## src/rtl/qdec_pkg.sv

```systemverilog
package qdec_pkg;

    // One quaternary digit, value v carried as binary v
    typedef logic [1:0] qdigit_t;

    localparam qdigit_t QD_TOP = 2'd3;

    // GF(4) sum of two digits: bitwise XOR of the 2-bit codes
    function automatic qdigit_t gf4_add(input qdigit_t a, input qdigit_t b);
        return a ^ b;
    endfunction

    // Digit number pos of integer k read in base 4
    function automatic qdigit_t digit_of(input int k, input int pos);
        return qdigit_t'((k >> (2 * pos)) & 3);
    endfunction

    // Shift constant that maps digit d onto 3
    function automatic qdigit_t align_shift(input qdigit_t d);
        return gf4_add(QD_TOP, d);
    endfunction

endpackage

```

## src/rtl/qshift_gate.sv

```systemverilog
module qshift_gate
    import qdec_pkg::*;
#(
    parameter qdigit_t SHIFT = 2'd0
) (
    input  qdigit_t x_i,
    output qdigit_t y_o
);

    generate
        if (SHIFT == 2'd0) begin : g_wire
            assign y_o = x_i;
        end else begin : g_shift
            assign y_o = gf4_add(x_i, SHIFT);
        end
    endgenerate

    // applying the same shift again restores the input
    always_comb begin
        shift_inverse_chk: assert (gf4_add(y_o, SHIFT) == x_i)
            else $error("shift gate is not its own inverse");
    end

endmodule

```

## src/rtl/qctl_shift.sv

```systemverilog
module qctl_shift
    import qdec_pkg::*;
#(
    parameter int      NCTL  = 2,
    parameter qdigit_t SHIFT = 2'd1
) (
    input  qdigit_t [NCTL-1:0] ctl_i,
    input  qdigit_t            tgt_i,
    output qdigit_t            tgt_o
);

    logic fire;

    always_comb begin
        fire = 1'b1;
        for (int i = 0; i < NCTL; i++) begin
            fire = fire & (ctl_i[i] == QD_TOP);
        end
    end

    assign tgt_o = fire ? gf4_add(tgt_i, SHIFT) : tgt_i;

    // any control digit other than 3 leaves the target untouched
    always_comb begin
        for (int i = 0; i < NCTL; i++) begin
            if (ctl_i[i] != QD_TOP) begin
                ctl_hold_chk: assert (tgt_o == tgt_i)
                    else $error("target changed with control %0d not at 3", i);
            end
        end
    end

endmodule

```

## src/rtl/qdec_rev.sv

```systemverilog
module qdec_rev
    import qdec_pkg::*;
#(
    parameter int      SEL_DIGITS = 2,
    parameter qdigit_t ACTIVE_VAL = 2'd1,
    localparam int     SEL_W      = 2 * SEL_DIGITS,
    localparam int     NUM_OUT    = 4 ** SEL_DIGITS,
    localparam int     OUT_W      = 2 * NUM_OUT
) (
    input  logic [SEL_W-1:0] sel_i,
    output logic [OUT_W-1:0] line_o
);

    // One output line per select code
    for (genvar k = 0; k < NUM_OUT; k++) begin : g_line
        qdigit_t [SEL_DIGITS-1:0] aligned;

        // Shift every select digit so that code k becomes all 3s
        for (genvar j = 0; j < SEL_DIGITS; j++) begin : g_align
            qshift_gate #(
                .SHIFT(align_shift(digit_of(k, j)))
            ) u_shift (
                .x_i(sel_i[2*j +: 2]),
                .y_o(aligned[j])
            );
        end

        // Fire the active value onto a constant-0 line
        qctl_shift #(
            .NCTL (SEL_DIGITS),
            .SHIFT(ACTIVE_VAL)
        ) u_fire (
            .ctl_i(aligned),
            .tgt_i(2'b00),
            .tgt_o(line_o[2*k +: 2])
        );
    end

    // Checks on the assembled output row
    int nz_cnt;

    always_comb begin
        nz_cnt = 0;
        for (int k = 0; k < NUM_OUT; k++) begin
            if (line_o[2*k +: 2] != 2'b00) begin
                nz_cnt = nz_cnt + 1;

                index_match_chk: assert (sel_i == SEL_W'(k))
                    else $error("line %0d active for select %0h", k, sel_i);

                active_val_chk: assert (line_o[2*k +: 2] == ACTIVE_VAL)
                    else $error("line %0d carries %0d", k, line_o[2*k +: 2]);
            end
        end

        one_hot_chk: assert (nz_cnt == 1)
            else $error("%0d non-zero lines", nz_cnt);
    end

    // only the values 1, 2 and 3 are legal
    always_comb begin
        active_legal_chk: assert (ACTIVE_VAL != 2'd0)
            else $error("active value must be non-zero");
    end

endmodule

```

## config.mk

```make
export PLATFORM = sky130hd
export DESIGN_NAME = qdec_rev
export DESIGN_NICKNAME = d
export VERILOG_FILES = /design/src/rtl/qdec_pkg.sv /design/src/rtl/qshift_gate.sv /design/src/rtl/qctl_shift.sv /design/src/rtl/qdec_rev.sv
export SDC_FILE = /design/constraint.sdc
export NUM_CORES = 1
export LEC_CHECK = 0
export BUFFER_PORTS_ARGS = -buffer_cell sky130_fd_sc_hd__buf_2
export CAP_MARGIN = 20
export CORE_AREA = 5 5 42 44
export DETAILED_ROUTE_END_ITERATION = 8
export DIE_AREA = 0 0 47 49
export PLACE_DENSITY = 0.82
export SLEW_MARGIN = 20
export SYNTH_ARGS = -nofsm -noshare
export SYNTH_HDL_FRONTEND = slang
export SYNTH_SLANG_ARGS = --single-unit
export TNS_END_PERCENT = 10
```

## constraint.sdc

```tcl
create_clock -name vclk -period 1.7
set_input_delay 0.17 -clock vclk [all_inputs]
set_output_delay 0.17 -clock vclk [all_outputs]
set_load 0.05 [all_outputs]
```

==> results.env, run 1 <==
N_CLOCK_BUFFER=0
DRT-TOTAL-WL_UM=798
LAYOUT_WORST_PATH_CYCLE_SHARE_PCT=70.07
INITIAL_UTILIZATION_PCT=37.14
POST_ROUTE_CELLS_DRIVE_ABOVE_1_SHARE_PCT=51.92
SYNTH-SEQ-AREA-SHARE_PCT=0
POWER.SHARE.SEQUENTIAL_PCT=0
FMAX_MHz=839.5
SEQ_AREA_SQ_UM=0
CTS_HOLD_BUFFERS=0
SLOWEST_STAGE='buf_2'
ANTENNA_CELLS=0
POWER_REPORT.INTERNAL_TOTAL_mW=0.02633
OVERALL_DIE_WIDTH_UM=47
MAXSLEWVIOLCOUNT=0
OVERFLOW=0
SYNTHDISTINCTLIBCELLS=9
CPMOSTUSEDCELL='buf_2'
WORSTPATHMAXFANOUT=16
POST_LAYOUT_NET_COUNT=58
POWER_LEAKAGE_nW=0.2470
AREA_OF_THE_MAPPED_NETLIST_SQ_UM=520.5
ROUTE.VIAS.TOTAL=297
NETSWITCHINGPOWER_mW=0.1444
WORST_EP_REQUIRED_TIME_NS=1.53
CRITICALPATHCATEGORY='in -> out'
DESIGN.SEQ.COUNT=0
FINAL_ROUTED_DRC_VIOLATION_TOTAL=0
NUMBER_OF_INSTANCES_IN_THE_SYNTHESIZED_NETLIST=53
FIRST_GLOBAL_VIAS=236
FINAL.MIN_CLOCK_PERIOD_NS=1.191
LARGEST_NET_DEGREE_AT_THE_START_OF_GLOBAL_ROUTING=17
HP-CLASS='in -> out'
ANT_NETS=0
WL_PER_CELL_UM=11.74
POWER.TOTAL_mW=0.1708
FP.COREAREA_SQ_UM=1401
YOSYS_WARNINGS=0
SETUP-VIOLATIONS-FINAL=0
CPPEAKSTAGEDELAY_NS=0.30
DR.FIRST_ITER.DRC_COUNT=2
CLK_NETWORK_PWR_SHARE_PCT=0
TIMING.CRITICAL_PATH.ARRIVAL_NS=1.02
AVGSYNTHCELLAREA_SQ_UM=9.821
IO-PIN-COUNT=36
DRTPASS1ITERATIONS=3
FP.DIEH_UM=49
REPORT.FINAL.HOLD_VIOL_COUNT=0
FIN_WS_NS=0.5088
TIMING.MAX_CAP.VIOLATIONS=0
CP-START-KIND='input port'
FP-ROW-COUNT=14
RSZ_0062_RAISED_AFTER_GLOBAL_ROUTING='no'
VIAS_PER_CELL=4.368
FINAL.FILL_COUNT=161
DIEAREA_SQ_UM=2303
POWER.SHARE.SWITCHING_PCT=84.58
POST-CTS-SETUP-BUFFERS=0
PWR_DENSITY_CELL_nW_PER_UM2=414.8
ANTENNA_FOUND_INITIAL=0
CTS_REPAIR_RESIZE_COUNT=0
GRT_FIRST_PASS_WIRELENGTH_UM=1207
RUN_STATUS='completed'
TNS_NS=0
COMBINATIONAL_FRACTION_OF_DESIGN_POWER_PCT=100.0
GRTUSAGETOTAL_PCT=6.386
MAXIMUM_VDD_DROP_V=0.0001534
PORT-BUFFER-COUNT=20
AREAGROWTHSYNTHTOFINISH_PCT=-20.91
CRITPATHCAPTURETYPE='output pin'
DETAILEDPLACEMENTHPWL_UM=565.6
GLOBALPLACE.CONGESTION=0.5488
DPL_WORST_SLACK_NS=0.5067
PATH_CELLS='buf_2, nor4b_4, buf_2'
==> cells in the final DEF (no fill, tap or decap), drive strengths merged <==
master and instances:
nor4b 4, and4 1, nor4 1, and4b 4, conb 16, and4bb 6
buf 20
==> cell families after synthesis <==
| logic type | count (synthesis) | share of synthesized area, % |
|---|---|---|
| AND/OR/NAND/NOR | 16 | 44.47 |
| other | 1 | 0.7205 |
| buffers and inverters | 36 | 54.81 |
==> layout make-up <==
type / count / area, sq um / share of cell area [%]
multi-input cells: 32 / 291.5 / 70.82
well taps: 16 / 20.02 / 4.863
repair buffers: 20 / 100.1 / 24.32
==> cells in the mapped netlist <==
cell type	n	area, sq um
nor4_2	1	12.51
nor4b_4	4	95.09
conb_1	1	3.750
and4_1	1	8.760
and4bb_2	2	25.02
and4bb_1	4	50.05
and4b_1	4	40.04
buf_4	32	240.2
buf_6	4	45.04
==> routing by layer <==
layer / wire [um] / GRT usage [%]
met1: 328 / 8.696
met3: 86 / 0.7380
met4: 0 / 0
met5: 0 / 0
met2: 384 / 11.09
==> stage by stage <==
stage / instances / hold WS (ns) / utilization [%] / instance area, sq um
3_5_place_dp: 68 / 0.9098 / 29.38 / 411.6
4_1_cts: 68 / 0.9120 / 29.38 / 411.6
5_1_grt: 68 / 0.9416 / 29.38 / 411.6
6_report: 68 / 0.9131 / 29.38 / 411.6
2_1_floorplan: 68 / 0.6732 / - / 576.8
3_3_place_gp: 68 / 0.9066 / 29.38 / 411.6
==> path summary, 6_finish.rpt <==
path	startpoint	slack, ns	end	depth (start not counted)
max	sel_i[1]	0.51	line_o[4]	3
min	sel_i[0]	0.91	line_o[0]	3
==> critical path: cells and delay by family <==
kind / cells / cell delay, ns
buffers and inverters: 2 / 0.59
AND/OR/NAND/NOR: 1 / 0.25
==> power groups by stage <==
stage | Clock (mW) | Combinational [mW] | Sequential, mW
after floorplan | 0 | 0.200 | 0
after CTS | 0 | 0.170 | 0
after global placement | 0 | 0.170 | 0
after global routing | 0 | 0.178 | 0
after detailed placement | 0 | 0.170 | 0
final | 0 | 0.171 | 0
(Power assumes the default switching activity.)
==> inputs of run 2 (changes only) <==
--- a/config.mk
+++ b/config.mk
@@ -5,12 +5,13 @@
 export SDC_FILE = /design/constraint.sdc
 export NUM_CORES = 1
 export LEC_CHECK = 0
+export ABC_AREA = 1
 export BUFFER_PORTS_ARGS = -buffer_cell sky130_fd_sc_hd__buf_2
 export CAP_MARGIN = 20
 export CORE_AREA = 5 5 42 44
 export DETAILED_ROUTE_END_ITERATION = 8
 export DIE_AREA = 0 0 47 49
-export PLACE_DENSITY = 0.82
+export PLACE_DENSITY = 0.69
 export SLEW_MARGIN = 20
 export SYNTH_ARGS = -nofsm -noshare
 export SYNTH_HDL_FRONTEND = slang
==> constraint.sdc (replaced) <==
create_clock -name vclk -period 1.2
set_input_delay 0.12 -clock vclk [all_inputs]
set_output_delay 0.12 -clock vclk [all_outputs]
set_load 0.05 [all_outputs]
==> run 2 against run 1 <==
First-iteration DRC count grew to 2.5 times the previous value. Clock-buffer cell count is the same. Non-clock buffer count is the same. Synthesized area shrank 33%. Worst setup slack lost 0.22 ns. Synthesized cell count grew 15%. Flip-flop and latch count is the same. Global-route usage shrank 1.1 points.
==> results.env, run 2 <==
RUN_STATUS='completed'
CP-START-KIND='input port'
PLACEDINSTANCEAREA_SQ_UM=285.3
CTS_HOLD_BUFFERS=0
DIEAREA_SQ_UM=2303
PORT-BUFFER-COUNT=20
FMAX_MHz=1096
CPPEAKSTAGEDELAY_NS=0.27
FP.DIEH_UM=49
POST_ROUTE_CELLS_DRIVE_ABOVE_1_SHARE_PCT=31.25
CPLARGESTDELAYFAMILY='buffers and inverters'
POST_ROUTE_INSTS_NO_FILL=80
WHS_PATH_CELLS=4
FIN_WS_NS=0.2872
ANTENNA_CELLS=0
FP.COREAREA_SQ_UM=1401
SYNTH-SEQ-AREA-SHARE_PCT=0
POST-CTS-SETUP-BUFFERS=0
SEQ_AREA_SQ_UM=0
CRITICALPATHCATEGORY='in -> out'
SYNTH_COMMONEST_CELLS='32 x buf_4, 16 x nor2_1, 8 x nand2_1'
TNS_NS=0
DPL_WORST_SLACK_NS=0.2897
CP.BUFFERS_INVERTERS=3
DRTPASS1ITERATIONS=4
LARGEST_NET_DEGREE_AT_THE_START_OF_GLOBAL_ROUTING=5
ROUTE.VIAS.TOTAL=266
PWR_DENSITY_CELL_nW_PER_UM2=742.5
TIMING.CRITICAL_PATH.ARRIVAL_NS=0.79
POWER.TOTAL_mW=0.2118
OVERFLOW=0
CORE_UTIL_FINAL_PCT=20.36
YOSYS.CELL_COUNT.TOP_TYPE='buf_4'
FINALHOLDWORSTSLACK_NS=0.7197
RSZ_0062_RAISED_AFTER_GLOBAL_ROUTING='no'
IO-PIN-COUNT=36
MAXIMUM_VDD_DROP_V=0.0001543
FINAL.MIN_CLOCK_PERIOD_NS=0.9128
TIMING.MAX_CAP.VIOLATIONS=0
YOSYS.AREA.TOP_TYPE='buf_4'
DP.CELLS=80
SETUP-VIOLATIONS-FINAL=0
COMMONEST_NON_FILL_NON_TAP_CELLS_IN_THE_LAYOUT='20 x buf_2, 16 x nor2_1, 16 x conb_1, 8 x nand2_1, 4 x inv_1'
CTS_REPAIR_RESIZE_COUNT=0
WORSTHOLDENDPOINT='line_o[30]'
MOST_COMMON_CELL_AFTER_LAYOUT_FILL_AND_TAPS_ASIDE='buf_2'
DRT-TOTAL-WL_UM=725
ANTENNA_FOUND_INITIAL=0
POWER_LEAKAGE_nW=0.2165
YOSYS_WARNINGS=0
DR.FIRST_ITER.DRC_COUNT=5
CRITPATHCAPTURETYPE='output pin'
WL_PER_CELL_UM=9.063
ANT_NETS=0
STARTPOINT='sel_i[3]'
DETAILEDPLACEMENTHPWL_UM=666.9
CPMOSTUSEDCELL='buf_2'
SYNTHTOPCELLSBYAREA='buf_4 69%, nor2_1 17%, nand2_1 8.6%'
HP-CLASS='in -> out'
LAYOUT_WORST_PATH_CYCLE_SHARE_PCT=76.06
REPORT.FINAL.HOLD_VIOL_COUNT=0
AREA_OF_THE_MAPPED_NETLIST_SQ_UM=349.1
GRT_FIRST_PASS_WIRELENGTH_UM=986
SLOWEST_STAGE='buf_2'
SYNTHDISTINCTLIBCELLS=5
FP-ROW-COUNT=14
GLOBALPLACE.CONGESTION=0.6878
N_CLOCK_BUFFER=0
PATH_CELLS='buf_2, inv_1, nand2_1, nor2_1, buf_2'
FIRST_GLOBAL_VIAS=248
VIAS_PER_CELL=3.325
MAXSLEWVIOLCOUNT=0
FINALINSTANCEAREA_SQ_UM=285.3
GRTUSAGETOTAL_PCT=5.333
POST_LAYOUT_NET_COUNT=70
YOSYS.AREA.TOP_TYPE_SHARE_PCT=68.82
FINAL_ROUTED_DRC_VIOLATION_TOTAL=0
HOLDCRITSTARTPOINT='sel_i[3]'
DESIGN.SEQ.COUNT=0
NUMBER_OF_INSTANCES_IN_THE_SYNTHESIZED_NETLIST=61
OVERALL_DIE_WIDTH_UM=47
AREAGROWTHSYNTHTOFINISH_PCT=-18.28
AVGSYNTHCELLAREA_SQ_UM=5.723
WORST_EP_REQUIRED_TIME_NS=1.08
INITIAL_UTILIZATION_PCT=24.91
WORSTPATHMAXFANOUT=4
==> run 2: metal layers <==
layer / vias to the layer above / part of all wire [%] / track usage [%]
li1: 136 / - / -
met1: 108 / 36 / 6.304
met2: 22 / 44 / 9.276
met3: 0 / 19 / 2.214
met4: 0 / 0 / 0
met5: - / 0 / 0
==> run 2: how the worst max path moves through the flow <==
stage,depth (start not counted),slack [ns],to
final,5,0.29,line_o[8]
after global routing,5,0.21,line_o[28]
after CTS,5,0.29,line_o[6]
after detailed placement,5,0.29,line_o[6]
after global placement,5,0.31,line_o[8]
after floorplan,4,0.54,line_o[0]
==> run 2: cell families (layout without fill, tap and decap cells) <==
group | Yosys count | count (layout) | share of synthesized area [%]
buffers and inverters | 36 | 24 | 73.12
other | 1 | 16 | 1.074
AND/OR/NAND/NOR | 24 | 24 | 25.81
==> run 2: area by class of cell <==
type,instances,area (sq um)
multi-input cells,40,150.1
well taps,16,20.02
inverters,4,15.01
repair buffers,20,100.1
fillers,175,1116
==> run 2: where the power goes <==
part / total, mW / internal [mW] / switching (mW)
logic: 0.212 / 0.0211 / 0.191
registers: 0 / 0 / 0
clock network: 0 / 0 / 0
==> inputs of run 3 (changes only) <==
--- a/config.mk
+++ b/config.mk
@@ -5,13 +5,13 @@
 export SDC_FILE = /design/constraint.sdc
 export NUM_CORES = 1
 export LEC_CHECK = 0
-export ABC_AREA = 1
+export ABC_AREA = 0
 export BUFFER_PORTS_ARGS = -buffer_cell sky130_fd_sc_hd__buf_2
 export CAP_MARGIN = 20
 export CORE_AREA = 5 5 42 44
 export DETAILED_ROUTE_END_ITERATION = 8
 export DIE_AREA = 0 0 47 49
-export PLACE_DENSITY = 0.69
+export PLACE_DENSITY = 0.82
 export SLEW_MARGIN = 20
 export SYNTH_ARGS = -nofsm -noshare
 export SYNTH_HDL_FRONTEND = slang
==> constraint.sdc (replaced) <==
create_clock -name vclk -period 0.9
set_input_delay 0.09 -clock vclk [all_inputs]
set_output_delay 0.09 -clock vclk [all_outputs]
set_load 0.05 [all_outputs]
==> run 3 against run 2 <==
Clock-buffer cell count stayed put. Critical path depth is 2 lower. Non-clock buffer count rose by 1. Critical path type unchanged. Largest power group unchanged.
==> results.env, run 3 (synthesis results as in run 1) <==
RUN_STATUS='completed'
POST_ROUTE_CELLS_DRIVE_ABOVE_1_SHARE_PCT=52.83
AREAGROWTHSYNTHTOFINISH_PCT=-8.654
GLOBALPLACE.CONGESTION=0.5488
FINAL.FILL_COUNT=157
FP.COREAREA_SQ_UM=1401
LAYOUT_WORST_PATH_CYCLE_SHARE_PCT=96.29
POWER.TOTAL_mW=0.3432
FINALHOLDWORSTSLACK_NS=0.5968
ANTENNA_CELLS=0
WORST_EP_REQUIRED_TIME_NS=0.81
HP-CLASS='in -> out'
FINAL.MIN_CLOCK_PERIOD_NS=0.8666
DESIGN.SEQ.COUNT=0
MAXSLEWVIOLCOUNT=0
ANT_NETS=0
PORT-BUFFER-COUNT=20
FINAL_ROUTED_DRC_VIOLATION_TOTAL=0
POST-CTS-SETUP-BUFFERS=0
POST_ROUTE_INSTS_NO_FILL=69
VIAS_PER_CELL=4.130
ROUTE.VIAS.TOTAL=285
POWER_LEAKAGE_nW=0.2536
OVERFLOW=0
CTS_REPAIR_RESIZE_COUNT=11
OVERALL_DIE_WIDTH_UM=47
CRITICALPATHCATEGORY='in -> out'
POST_LAYOUT_NET_COUNT=59
WORSTPATHMAXFANOUT=16
STARTPOINT='sel_i[1]'
MOST_COMMON_CELL_AFTER_LAYOUT_FILL_AND_TAPS_ASIDE='conb_1'
END_POINT_OF_THE_CRITICAL_PATH='line_o[26]'
DETAILEDPLACEMENTHPWL_UM=571.3
INITIAL_UTILIZATION_PCT=37.14
LARGEST_NET_DEGREE_AT_THE_START_OF_GLOBAL_ROUTING=17
TIMING.CRITICAL_PATH.ARRIVAL_NS=0.78
IO-PIN-COUNT=36
SETUP-VIOLATIONS-FINAL=0
DIEAREA_SQ_UM=2303
ANTENNA_FOUND_INITIAL=0
N_CLOCK_BUFFER=0
FP-ROW-COUNT=14
CTS_HOLD_BUFFERS=0
TIMING.MAX_CAP.VIOLATIONS=0
DRTPASS1ITERATIONS=3
CORE_UTIL_FINAL_PCT=33.93
DP.CELLS=69
DR.FIRST_ITER.DRC_COUNT=1
RSZ_0062_RAISED_AFTER_GLOBAL_ROUTING='no'
FMAX_MHz=1154
WL_PER_CELL_UM=11.64
CP-START-KIND='input port'
TNS_NS=0
PWR_DENSITY_CELL_nW_PER_UM2=721.9
GRTUSAGETOTAL_PCT=6.807
FIRST_GLOBAL_VIAS=266
COMMONEST_NON_FILL_NON_TAP_CELLS_IN_THE_LAYOUT='16 x conb_1, 9 x buf_4, 7 x clkbuf_4'
MAXIMUM_VDD_DROP_V=0.0002747
CRITPATHCAPTURETYPE='output pin'
GRT_FIRST_PASS_WIRELENGTH_UM=1297
REPORT.FINAL.HOLD_VIOL_COUNT=0
DRT-TOTAL-WL_UM=803
SEQ_AREA_SQ_UM=0
FP.DIEH_UM=49
## run 3: cell types whose count changed in the layout (fill, tap and decap cells not counted), sizes merged
| cell | delta |
|---|---|
| nor4 | +1 |
| inv | -4 |
| clkbuf | +7 |
| nor4b | +4 |
| and4 | +1 |
| nor2 | -16 |
| and4bb | +6 |
| nand2 | -8 |
| buf | -6 |
| and4b | +4 |
## run 3: how the worst min path moves through the flow
stage	start	endpoint	slack [ns]	depth (start not counted)
detailed placement	sel_i[0]	line_o[16]	0.75	3
finish	sel_i[1]	line_o[2]	0.60	3
floorplan	sel_i[3]	line_o[10]	0.51	2
CTS	sel_i[0]	line_o[16]	0.63	3
global placement	sel_i[0]	line_o[16]	0.74	3
global route	sel_i[0]	line_o[4]	0.62	3
## run 3: worst max-delay path, cell delays in order
cell	delay, ns
buf_4	0.18
and4b_1	0.25
buf_2	0.26
## run 3: report_power, final
part	leakage (nW)	switching, mW	internal, mW	total [mW]
Clock	0	0	0	0
Combinational	0.254	0.275	0.0687	0.343
Sequential	0	0	0	0
Total	0.254	0.275	0.0687	0.343
## run 3: layout make-up
class	count	area (sq um)	area share, %
tap	16	20.02	4.211
timing repair buffer	21	163.9	34.47
multi-input combinational	32	291.5	61.32
## run 3: layer usage
metal	share of wire, %	vias up	global-route usage (%)
li1	-	140	-
met1	41	126	9.348
met2	49	19	12.22
met3	9.7	0	0
met4	0	0	0
met5	0	-	0
## run 3: through the flow
step	setup WS, ns	cell area [sq um]
final	0.03339	475.5
after detailed placement	-0.1350	419.2
after global placement	-0.1181	419.2
after floorplan	0.1221	576.8
after CTS	0.01048	446.7
after global routing	0.002862	475.5
